[config.mk]
export PLATFORM = sky130hd
export DESIGN_NAME = cmag_unit
export DESIGN_NICKNAME = d
export VERILOG_FILES = /design/src/rtl/cmag_pkg.sv /design/src/rtl/cmag_sqsum.sv /design/src/rtl/cmag_isqrt.sv /design/src/rtl/cmag_l1.sv /design/src/rtl/cmag_sideband.sv /design/src/rtl/cmag_unit.sv
export SDC_FILE = /design/constraint.sdc
export NUM_CORES = 2
export LEC_CHECK = 0
export BUFFER_PORTS_ARGS = -buffer_cell sky130_fd_sc_hd__buf_2
export CORE_MARGIN = 4
export CORE_UTILIZATION = 64
export CTS_CLUSTER_DIAMETER = 150
export CTS_CLUSTER_SIZE = 10
export DETAILED_ROUTE_END_ITERATION = 12
export HOLD_SLACK_MARGIN = 0.03
export PLACE_DENSITY_LB_ADDON = 0.2
export SYNTH_ARGS = -nofsm -noshare
export SYNTH_HDL_FRONTEND = slang
export SYNTH_SLANG_ARGS = --single-unit
[constraint.sdc]
create_clock -name clk -period 19.25 [get_ports clk]
set_clock_uncertainty 0.15 [all_clocks]
set_input_delay 0.9625 -clock clk [delete_from_list [all_inputs] [get_ports clk]]
set_output_delay 0.9625 -clock clk [all_outputs]
set_load 0.01 [all_outputs]
[src/rtl/cmag_pkg.sv]
`timescale 1ns/1ps
package cmag_pkg;

   typedef enum logic {
      MAG_EXACT = 1'b0,
      MAG_L1    = 1'b1
   } mag_mode_e;

   localparam int SQSUM_LAT = 2;
   localparam int L1_LAT    = 2;

   function automatic int mag_latency(mag_mode_e mode, int data_w);
      return (mode == MAG_EXACT) ? (SQSUM_LAT + data_w) : L1_LAT;
   endfunction

endpackage

[src/rtl/cmag_sqsum.sv]
`timescale 1ns/1ps
module cmag_sqsum #(
   parameter int W = 16
) (
   input  logic                clk,
   input  logic signed [W-1:0] re,
   input  logic signed [W-1:0] im,
   output logic [2*W-1:0]      sum
);
   localparam int PW = 2 * W;

   logic signed [PW-1:0] p_re;
   logic signed [PW-1:0] p_im;
   logic [PW-1:0]        sq_re_q;
   logic [PW-1:0]        sq_im_q;
   logic [PW-1:0]        sum_q;

   assign p_re = re * re;
   assign p_im = im * im;

   // stage 1: squares, stage 2: sum (never exceeds 2^(2W-1))
   always_ff @(posedge clk) begin
      sq_re_q <= p_re;
      sq_im_q <= p_im;
      sum_q   <= sq_re_q + sq_im_q;
   end

   assign sum = sum_q;

endmodule

[src/rtl/cmag_isqrt.sv]
`timescale 1ns/1ps
module cmag_isqrt #(
   parameter int N = 16
) (
   input  logic           clk,
   input  logic [2*N-1:0] rad,
   output logic [N-1:0]   root
);
   localparam int DW  = 2 * N;
   localparam int RMW = N + 6;

   logic [DW-1:0]         rad_q  [1:N-1];
   logic signed [RMW-1:0] rem_q  [1:N-1];
   logic [N-1:0]          root_q [1:N];

   for (genvar k = 0; k < N; k++) begin : g_st
      logic [DW-1:0]         rad_i;
      logic signed [RMW-1:0] rem_i;
      logic [N-1:0]          root_i;
      logic signed [RMW-1:0] shifted;
      logic signed [RMW-1:0] trial_sub;
      logic signed [RMW-1:0] trial_add;
      logic signed [RMW-1:0] rem_n;
      logic [N-1:0]          root_n;

      if (k == 0) begin : g_in
         assign rad_i  = rad;
         assign rem_i  = '0;
         assign root_i = '0;
      end else begin : g_mid
         assign rad_i  = rad_q[k];
         assign rem_i  = rem_q[k];
         assign root_i = root_q[k];
      end

      // bring down the next pair of radicand bits
      assign shifted   = (rem_i <<< 2)
                       + $signed({{(RMW-2){1'b0}}, rad_i[DW-1:DW-2]});
      assign trial_sub = $signed({4'b0000, root_i, 2'b01});
      assign trial_add = $signed({4'b0000, root_i, 2'b11});

      // non-restoring: sign of the running remainder picks subtract or add
      assign rem_n  = rem_i[RMW-1] ? (shifted + trial_add) : (shifted - trial_sub);
      assign root_n = (root_i << 1) | {{(N-1){1'b0}}, ~rem_n[RMW-1]};

      always_ff @(posedge clk) begin
         root_q[k+1] <= root_n;
      end

      if (k < N - 1) begin : g_keep
         always_ff @(posedge clk) begin
            rad_q[k+1] <= rad_i << 2;
            rem_q[k+1] <= rem_n;
         end
      end
   end

   assign root = root_q[N];

endmodule

[src/rtl/cmag_l1.sv]
`timescale 1ns/1ps
module cmag_l1 #(
   parameter int W = 16
) (
   input  logic                clk,
   input  logic signed [W-1:0] re,
   input  logic signed [W-1:0] im,
   output logic [W:0]          mag
);
   localparam logic [W-1:0] MOST_NEG = {1'b1, {(W-1){1'b0}}};
   localparam logic [W-1:0] MOST_POS = {1'b0, {(W-1){1'b1}}};

   logic [W-1:0] abs_re;
   logic [W-1:0] abs_im;
   logic [W-1:0] abs_re_q;
   logic [W-1:0] abs_im_q;
   logic [W:0]   mag_q;

   always_comb begin
      if (re == MOST_NEG)  abs_re = MOST_POS;
      else if (re[W-1])    abs_re = -re;
      else                 abs_re = re;
      if (im == MOST_NEG)  abs_im = MOST_POS;
      else if (im[W-1])    abs_im = -im;
      else                 abs_im = im;
   end

   always_ff @(posedge clk) begin
      abs_re_q <= abs_re;
      abs_im_q <= abs_im;
      mag_q    <= {1'b0, abs_re_q} + {1'b0, abs_im_q};
   end

   assign mag = mag_q;

endmodule

[src/rtl/cmag_sideband.sv]
`timescale 1ns/1ps
module cmag_sideband #(
   parameter int DEPTH = 18,
   parameter int IDX_W = 14
) (
   input  logic             clk,
   input  logic             rst,
   input  logic             in_valid,
   input  logic             in_last,
   input  logic [IDX_W-1:0] in_idx,
   output logic             out_valid,
   output logic             out_last,
   output logic [IDX_W-1:0] out_idx
);
   logic [DEPTH-1:0] vld_q;
   logic [DEPTH-1:0] lst_q;
   logic [IDX_W-1:0] idx_q [0:DEPTH-1];

   if (DEPTH == 1) begin : g_one
      always_ff @(posedge clk) begin
         if (rst) begin
            vld_q <= '0;
            lst_q <= '0;
         end else begin
            vld_q <= in_valid;
            lst_q <= in_last & in_valid;
         end
      end
   end else begin : g_many
      always_ff @(posedge clk) begin
         if (rst) begin
            vld_q <= '0;
            lst_q <= '0;
         end else begin
            vld_q <= {vld_q[DEPTH-2:0], in_valid};
            lst_q <= {lst_q[DEPTH-2:0], in_last & in_valid};
         end
      end
   end

   always_ff @(posedge clk) begin
      idx_q[0] <= in_idx;
      for (int i = 1; i < DEPTH; i++) idx_q[i] <= idx_q[i-1];
   end

   assign out_valid = vld_q[DEPTH-1];
   assign out_last  = lst_q[DEPTH-1];
   assign out_idx   = idx_q[DEPTH-1];

endmodule

[src/rtl/cmag_unit.sv]
`timescale 1ns/1ps
module cmag_unit #(
   parameter int                  DATA_W = 16,
   parameter int                  IDX_W  = 14,
   parameter cmag_pkg::mag_mode_e MODE   = cmag_pkg::MAG_EXACT
) (
   input  logic                     clk,
   input  logic                     rst,
   input  logic                     in_valid,
   input  logic                     in_last,
   input  logic [IDX_W-1:0]         in_idx,
   input  logic signed [DATA_W-1:0] in_re,
   input  logic signed [DATA_W-1:0] in_im,
   output logic                     out_valid,
   output logic                     out_last,
   output logic [IDX_W-1:0]         out_idx,
   output logic [DATA_W:0]          out_mag
);
   localparam int LAT = cmag_pkg::mag_latency(MODE, DATA_W);

   if (DATA_W < 2 || DATA_W > 32) begin : g_bad_data_w
      $error("cmag_unit: DATA_W must lie in 2..32");
   end
   if (IDX_W < 1) begin : g_bad_idx_w
      $error("cmag_unit: IDX_W must be at least 1");
   end

   if (MODE == cmag_pkg::MAG_EXACT) begin : g_exact
      logic [2*DATA_W-1:0] radicand;
      logic [DATA_W-1:0]   root;

      cmag_sqsum #(.W(DATA_W)) u_sqsum (
         .clk (clk),
         .re  (in_re),
         .im  (in_im),
         .sum (radicand)
      );

      cmag_isqrt #(.N(DATA_W)) u_isqrt (
         .clk  (clk),
         .rad  (radicand),
         .root (root)
      );

      assign out_mag = {1'b0, root};
   end else begin : g_l1
      cmag_l1 #(.W(DATA_W)) u_l1 (
         .clk (clk),
         .re  (in_re),
         .im  (in_im),
         .mag (out_mag)
      );
   end

   cmag_sideband #(.DEPTH(LAT), .IDX_W(IDX_W)) u_side (
      .clk       (clk),
      .rst       (rst),
      .in_valid  (in_valid),
      .in_last   (in_last),
      .in_idx    (in_idx),
      .out_valid (out_valid),
      .out_last  (out_last),
      .out_idx   (out_idx)
   );

endmodule

Word-level counts from Yosys, hierarchy flattened
Memories as Yosys holds them, arrays and structs flattened. Index checks and enable logic that the tools add are counted.

Bitwise logic cells: 32. Mux-type cells: 15. Multiply operators: 2. Add/sub/neg operators: 47.

Operators with widths (number): $add 22x19->22 (15); $add 22x3->22 (15); $mux 22 (15); $sub 22x19->22 (15); $or 16x1->16 (15); $mul 16x16->32 (2); $add 32x32->32 (1); $not 1->1 (16); $sub 2x1->3 const B (1); $and 1x1->1 (1).

Register bits: 132. Output and inout bits: 33. Memories: 4. Bits of input ports: 50. Memory bits (writable): 1288.

Memories: g_exact.u_isqrt.rad_q (words 15, width 30, rd ports 15, clocked after memory_dff 0, write ports 15, line cmag_isqrt.sv:12) `logic [DW-1:0] rad_q [1:N-1];`; g_exact.u_isqrt.rem_q (words 15, width 22, rd ports 15, clocked after memory_dff 0, write ports 15, line cmag_isqrt.sv:13) `logic signed [RMW-1:0] rem_q [1:N-1];`; g_exact.u_isqrt.root_q (words 16, width 16, rd ports 16, clocked after memory_dff 0, write ports 16, line cmag_isqrt.sv:14) `logic [N-1:0] root_q [1:N];`; u_side.idx_q (words 18, width 14, rd ports 18, clocked after memory_dff 0, write ports 18, line cmag_sideband.sv:17) `logic [IDX_W-1:0] idx_q [0:DEPTH-1];`.

Longest topological paths before layout
An unclocked memory read counts as a cell.

Word-level depth: 6. Depth in mapped cells: 25.

Modules after synthesis
A second synthesis with hierarchy kept.

Cell total of the unflattened synthesis: 5069. Area total of the unflattened synthesis: 53431.2 um2.

Modules (own cells, without submodules): cmag_isqrt (cells an instance 2474, area an instance 26242.7 um2, times used 1, sequential area each 13192.7 um2); cmag_sqsum (cells an instance 2266, area an instance 21136.5 um2, times used 1, sequential area each 1881.8 um2); cmag_sideband (cells an instance 327, area an instance 6040.8 um2, times used 1, sequential area each 5765.5 um2); cmag_unit (cells an instance 2, area an instance 11.3 um2, times used 1, sequential area each 0.0 um2).

Worst setup path after synthesis
OpenSTA, ideal clock, no wires.

Kind: input -> register. Start: input in_re[5]. End: register g_exact.u_sqsum.sq_re_q[31]. Setup slack: 12.131 ns. Stages on the path: 20. Arrival: 6.897 ns. Required time: 19.028 ns. Buffers on the path: 2. Setup time: 0.072 ns. Cells stage by stage: clkbuf_1 -> clkbuf_1 -> nand2_1 -> fa_1 -> inv_1 -> fa_1 -> fa_1 -> fa_1 -> fa_1 -> inv_1 -> fa_1 -> inv_1 -> ha_1 -> a21o_1 -> a21o_1 -> a221oi_1 -> o21ai_0 -> a21o_1 -> a221oi_2 -> xnor2_1.

Cells in the longest elaborated chain, start to end: 1.

RTL lines: start: declaration (line cmag_unit.sv:12) `input logic signed [DATA_W-1:0] in_re,`; $mul 16x16->32 (line cmag_sqsum.sv:18) `assign p_re = re * re;`; net g_exact.u_sqsum.p_re[31] (line cmag_sqsum.sv:12) `logic signed [PW-1:0] p_re;`; end signal: assignment (line cmag_sqsum.sv:23) `sq_re_q <= p_re;`; end: declaration (line cmag_sqsum.sv:14) `logic [PW-1:0] sq_re_q;`.

The timed path passes the listed nets, and every way through them passes these cells. A chain may end at the register's enable or synchronous reset.

Final worst setup path
Start: input in_im[15]. End: register g_exact.u_sqsum.sq_im_q[31].

Cells in the longest elaborated chain, start to end: 1.

RTL lines: start: declaration (line cmag_unit.sv:13) `input logic signed [DATA_W-1:0] in_im,`; $mul 16x16->32 (line cmag_sqsum.sv:19) `assign p_im = im * im;`; net g_exact.u_sqsum.p_im[31] (line cmag_sqsum.sv:13) `logic signed [PW-1:0] p_im;`; end signal: assignment (line cmag_sqsum.sv:24) `sq_im_q <= p_im;`; end: declaration (line cmag_sqsum.sv:15) `logic [PW-1:0] sq_im_q;`.

The timed path passes the listed nets, and every way through them passes these cells.

==> results.py <==
metrics = {
    "outcome": {
        "outcome": "completed",
    },
    "placed_design": {
        "numPortBuffers": 81,
        "dpl-instance-area_um2": 54700,
        "dpl.hpwl_mm": 75.3,
        "place_inst": 6113,
        "gp_congestion": 0.880,
    },
    "logic_synthesis": {
        "yosysWarnings": 0,
        "syn_area_um2": 53200,
        "synth_flop_cell": "dfxtp_1",
        "syn_avg_cell_area_um2": 10.6,
        "synth_cells": 5038,
        "syn_nets": 6040,
        "synth_cell_types": 73,
        "yosysSeqAreaShare": 0.392,
        "synthArstFlopShare": 0,
        "ys_seq_elements": 1041,
        "synth_edf_count": 0,
    },
    "routing": {
        "dr.first_iter.drc_count": 1447,
        "firstDrtPassIters": 7,
        "dr_total_vias": 33400,
        "routedWlPerCell_um": 15.9,
        "post_drt_via_cell_ratio": 5.36,
        "routed_wl_mm": 99.2,
        "ant_nets": 0,
        "drc_errors": 0,
    },
    "clock_tree": {
        "cts_max_level": 3,
        "ctsResizeCount": 0,
        "root_buffer": "clkbuf_16",
        "insertion_delay_ns": 0.72,
        "cts_tree": "done",
        "holdBufCountCts": 0,
        "cts_buffers": 114,
        "cts.sinks": 1041,
        "clock_path_buffers": 3,
        "post_cts_buffers": 0,
        "cts.clk_slew.worst_paths_ns": 0.05,
    },
    "die": {
        "io_pins": 83,
        "fp.dieW_um": 296,
        "die_h_um": 296,
        "die_area_um2": 87800,
        "rows": 105,
        "core_area_um2": 82200,
        "start_util": 0.647,
    },
    "sta": {
        "slew_violations": 0,
        "finalSetupViolations": 0,
        "max_freq_mhz": 143,
        "hold_violations": 0,
        "worstMarginPinSlew_ns": 0.949,
        "min_period_ns": 6.97,
        "relSlewSlack": 0.367,
        "fin_crit_sh": 0.362,
        "finalSetupTns_ns": 0,
        "rsz0062_at_grt": "false",
    },
    "global_routing": {
        "grt_usage": 0.232,
        "grt_max_degree": 36,
        "overflow": 0,
        "antenna_found_initial": 1,
        "grt_pass1_wl_mm": 166,
        "grt_pass1_vias": 35100,
    },
    "setup_path": {
        "cp_slowest_stage_delay_ns": 0.87,
        "crit_required_ns": 19.62,
        "crit_family": "adder cells",
        "cp-startpoint": "in_im[15]",
        "cp_slowest_cell": "fa_1",
        "crit_fanout": 18,
        "r2r-start": "g_exact.u_isqrt.rem_q[11][21]",
        "r2r-end": "g_exact.u_isqrt.rem_q[12][18]",
        "cp_common_cell": "fa_1",
        "crit_path_end": "g_exact.u_sqsum.sq_im_q[31]",
        "rr_worst_depth": 10,
        "cp.depth": 20,
        "cp.arrival_ns": 7.34,
        "start_kind": "input pin",
        "end_kind": "flop",
        "path_cells": "buf_2 > inv_1 > nor2_1 > fa_1 > fa_1 > fa_1 > fa_1 > fa_1 > inv_1 > fa_1 > inv_1 > ha_1 > a21o_1 > a21o_1 > a21oi_1 > nor2b_1 > a31oi_1 > o21ai_0 > o41ai_1 > xnor2_1",
        "crit_buf_inv": 4,
        "criticalPathCategory": "in -> reg",
        "ff2ff_setup_slack_ns": 15.45,
    },
    "layout": {
        "multi_input_area_um2": 29100,
        "fillCellCount": 6047,
        "fin_area_um2": 57700,
        "drive_gt1_frac": 0.0465,
        "layout.nets": 6161,
        "syn_to_final_growth_pct": 8.53,
        "most-common-layout-cells": "1041 x dfxtp_1, 805 x inv_1, 484 x ha_1",
        "regArea_um2": 20800,
        "fin_cells": 6239,
        "layout_commonest_cell": "dfxtp_1",
    },
    "hold_path": {
        "timing.hold.worst.class": "reg -> reg",
    },
    "flow_run": {
        "maxCapViolCount": 0,
    },
}
-- worst register-to-register path, delay by kind of cell (launching register included) --
| family | cells | cell delay [ns] |
|---|---|---|
| adders and majority gates | 1 | 0.34 |
| DFF | 1 | 0.83 |
| xor gates and xnor gates | 2 | 0.30 |
| AOI/OAI and AO/OA | 6 | 1.90 |
| and+or+nand+nor | 1 | 0.16 |
-- synthesized netlist by cell type (all sizes together), types with 10 or more instances --
master	count	area (um2)
nor2b	74	463
a21o	90	676
a31o	14	123
a211oi	36	275
xnor2	366	3210
nand4	19	119
a21boi	11	82.6
nand3	54	270
and2	92	576
a211o	10	87.6
o31a	10	87.6
o21ai	140	701
nor2	229	860
a21oi	195	980
and3	38	238
ha	484	6060
o21bai	20	150
o21a	79	593
nand2b	55	344
or4	10	75.1
dfxtp	1041	20800
or2	14	87.6
fa	468	9370
clkbuf	69	259
or3	26	163
nand2	261	980
inv	805	3020
o211ai	18	135
xor2	93	815
a31oi	27	169
nor3	63	315
-- metal layers --
metal	part of all wire	vias to the layer above	GRT usage	wire length (um)
met5	0	-	0	0
met4	0.030	0	0.0733	2950
met3	0.036	177	0.0299	3550
met2	0.54	635	0.448	53300
met1	0.40	16200	0.267	39400
li1	-	16400	-	-
-- kinds of logic (layout without fill, tap and decap cells) --
logic type               after synthesis  in the layout  share of synthesized area
adder cells (fa/ha/maj)              952            952                      0.290
AND/OR/NAND/NOR                      954            954                     0.0871
AO/OA/AOI/OAI                        745            745                     0.0925
flip-flops                          1041           1041                      0.392
buffers and inverters                881           1009                     0.0622
other                                  1              4                  0.0000705
multiplexers                           5              5                   0.000941
XOR/XNOR                             459            459                     0.0756
-- sequential cells by signal, indices dropped and copies added, names as in the netlist --
name	count
g_exact.u_isqrt.root_q	136
g_exact.u_sqsum.sq_re_q	31
g_exact.u_sqsum.sq_im_q	31
g_exact.u_isqrt.rem_q	283
u_side.lst_q	18
u_side.idx_q	252
u_side.vld_q	18
g_exact.u_isqrt.rad_q	240
g_exact.u_sqsum.sum	32
-- metrics by stage --
step	worst slack (ns)	util	hold slack [ns]
finish	12.28	0.702	0.101
global route	11.77	0.702	0.118
CTS	12.30	0.702	0.0936
detailed placement	11.64	0.665	0.162
global placement	11.78	0.665	0.160
floorplan	12.13	-	0.160
-- how the worst min path moves through the flow --
stage | start | endpoint | slack, ns | cells after the start
3_5_place_dp | g_exact.u_isqrt.rad_q[0][72] | g_exact.u_isqrt.rad_q[0][104] | 0.16 | 0
2_1_floorplan | g_exact.u_isqrt.rad_q[0][68] | g_exact.u_isqrt.rad_q[0][100] | 0.16 | 0
5_1_grt | g_exact.u_isqrt.rad_q[0][351] | g_exact.u_isqrt.rad_q[0][383] | 0.12 | 0
4_1_cts | g_exact.u_isqrt.rad_q[0][163] | g_exact.u_isqrt.rad_q[0][195] | 0.09 | 0
6_report | g_exact.u_isqrt.rad_q[0][163] | g_exact.u_isqrt.rad_q[0][195] | 0.10 | 0
3_3_place_gp | u_side.idx_q[6][9] | u_side.idx_q[7][9] | 0.16 | 0
-- final cells by class --
cell class	count	share of cell area
flip-flops and latches	1041	0.361
repair buffers	81	0.00702
well taps	1070	0.0232
diodes	3	0.000130
clock inverters	8	0.00379
multi-input cells	3116	0.503
inverters	805	0.0523
clock buffers	115	0.0495
Power is left out: the tool's default activity adds up to more than one toggle a clock period on the data nets, which glitch-free logic cannot reach.
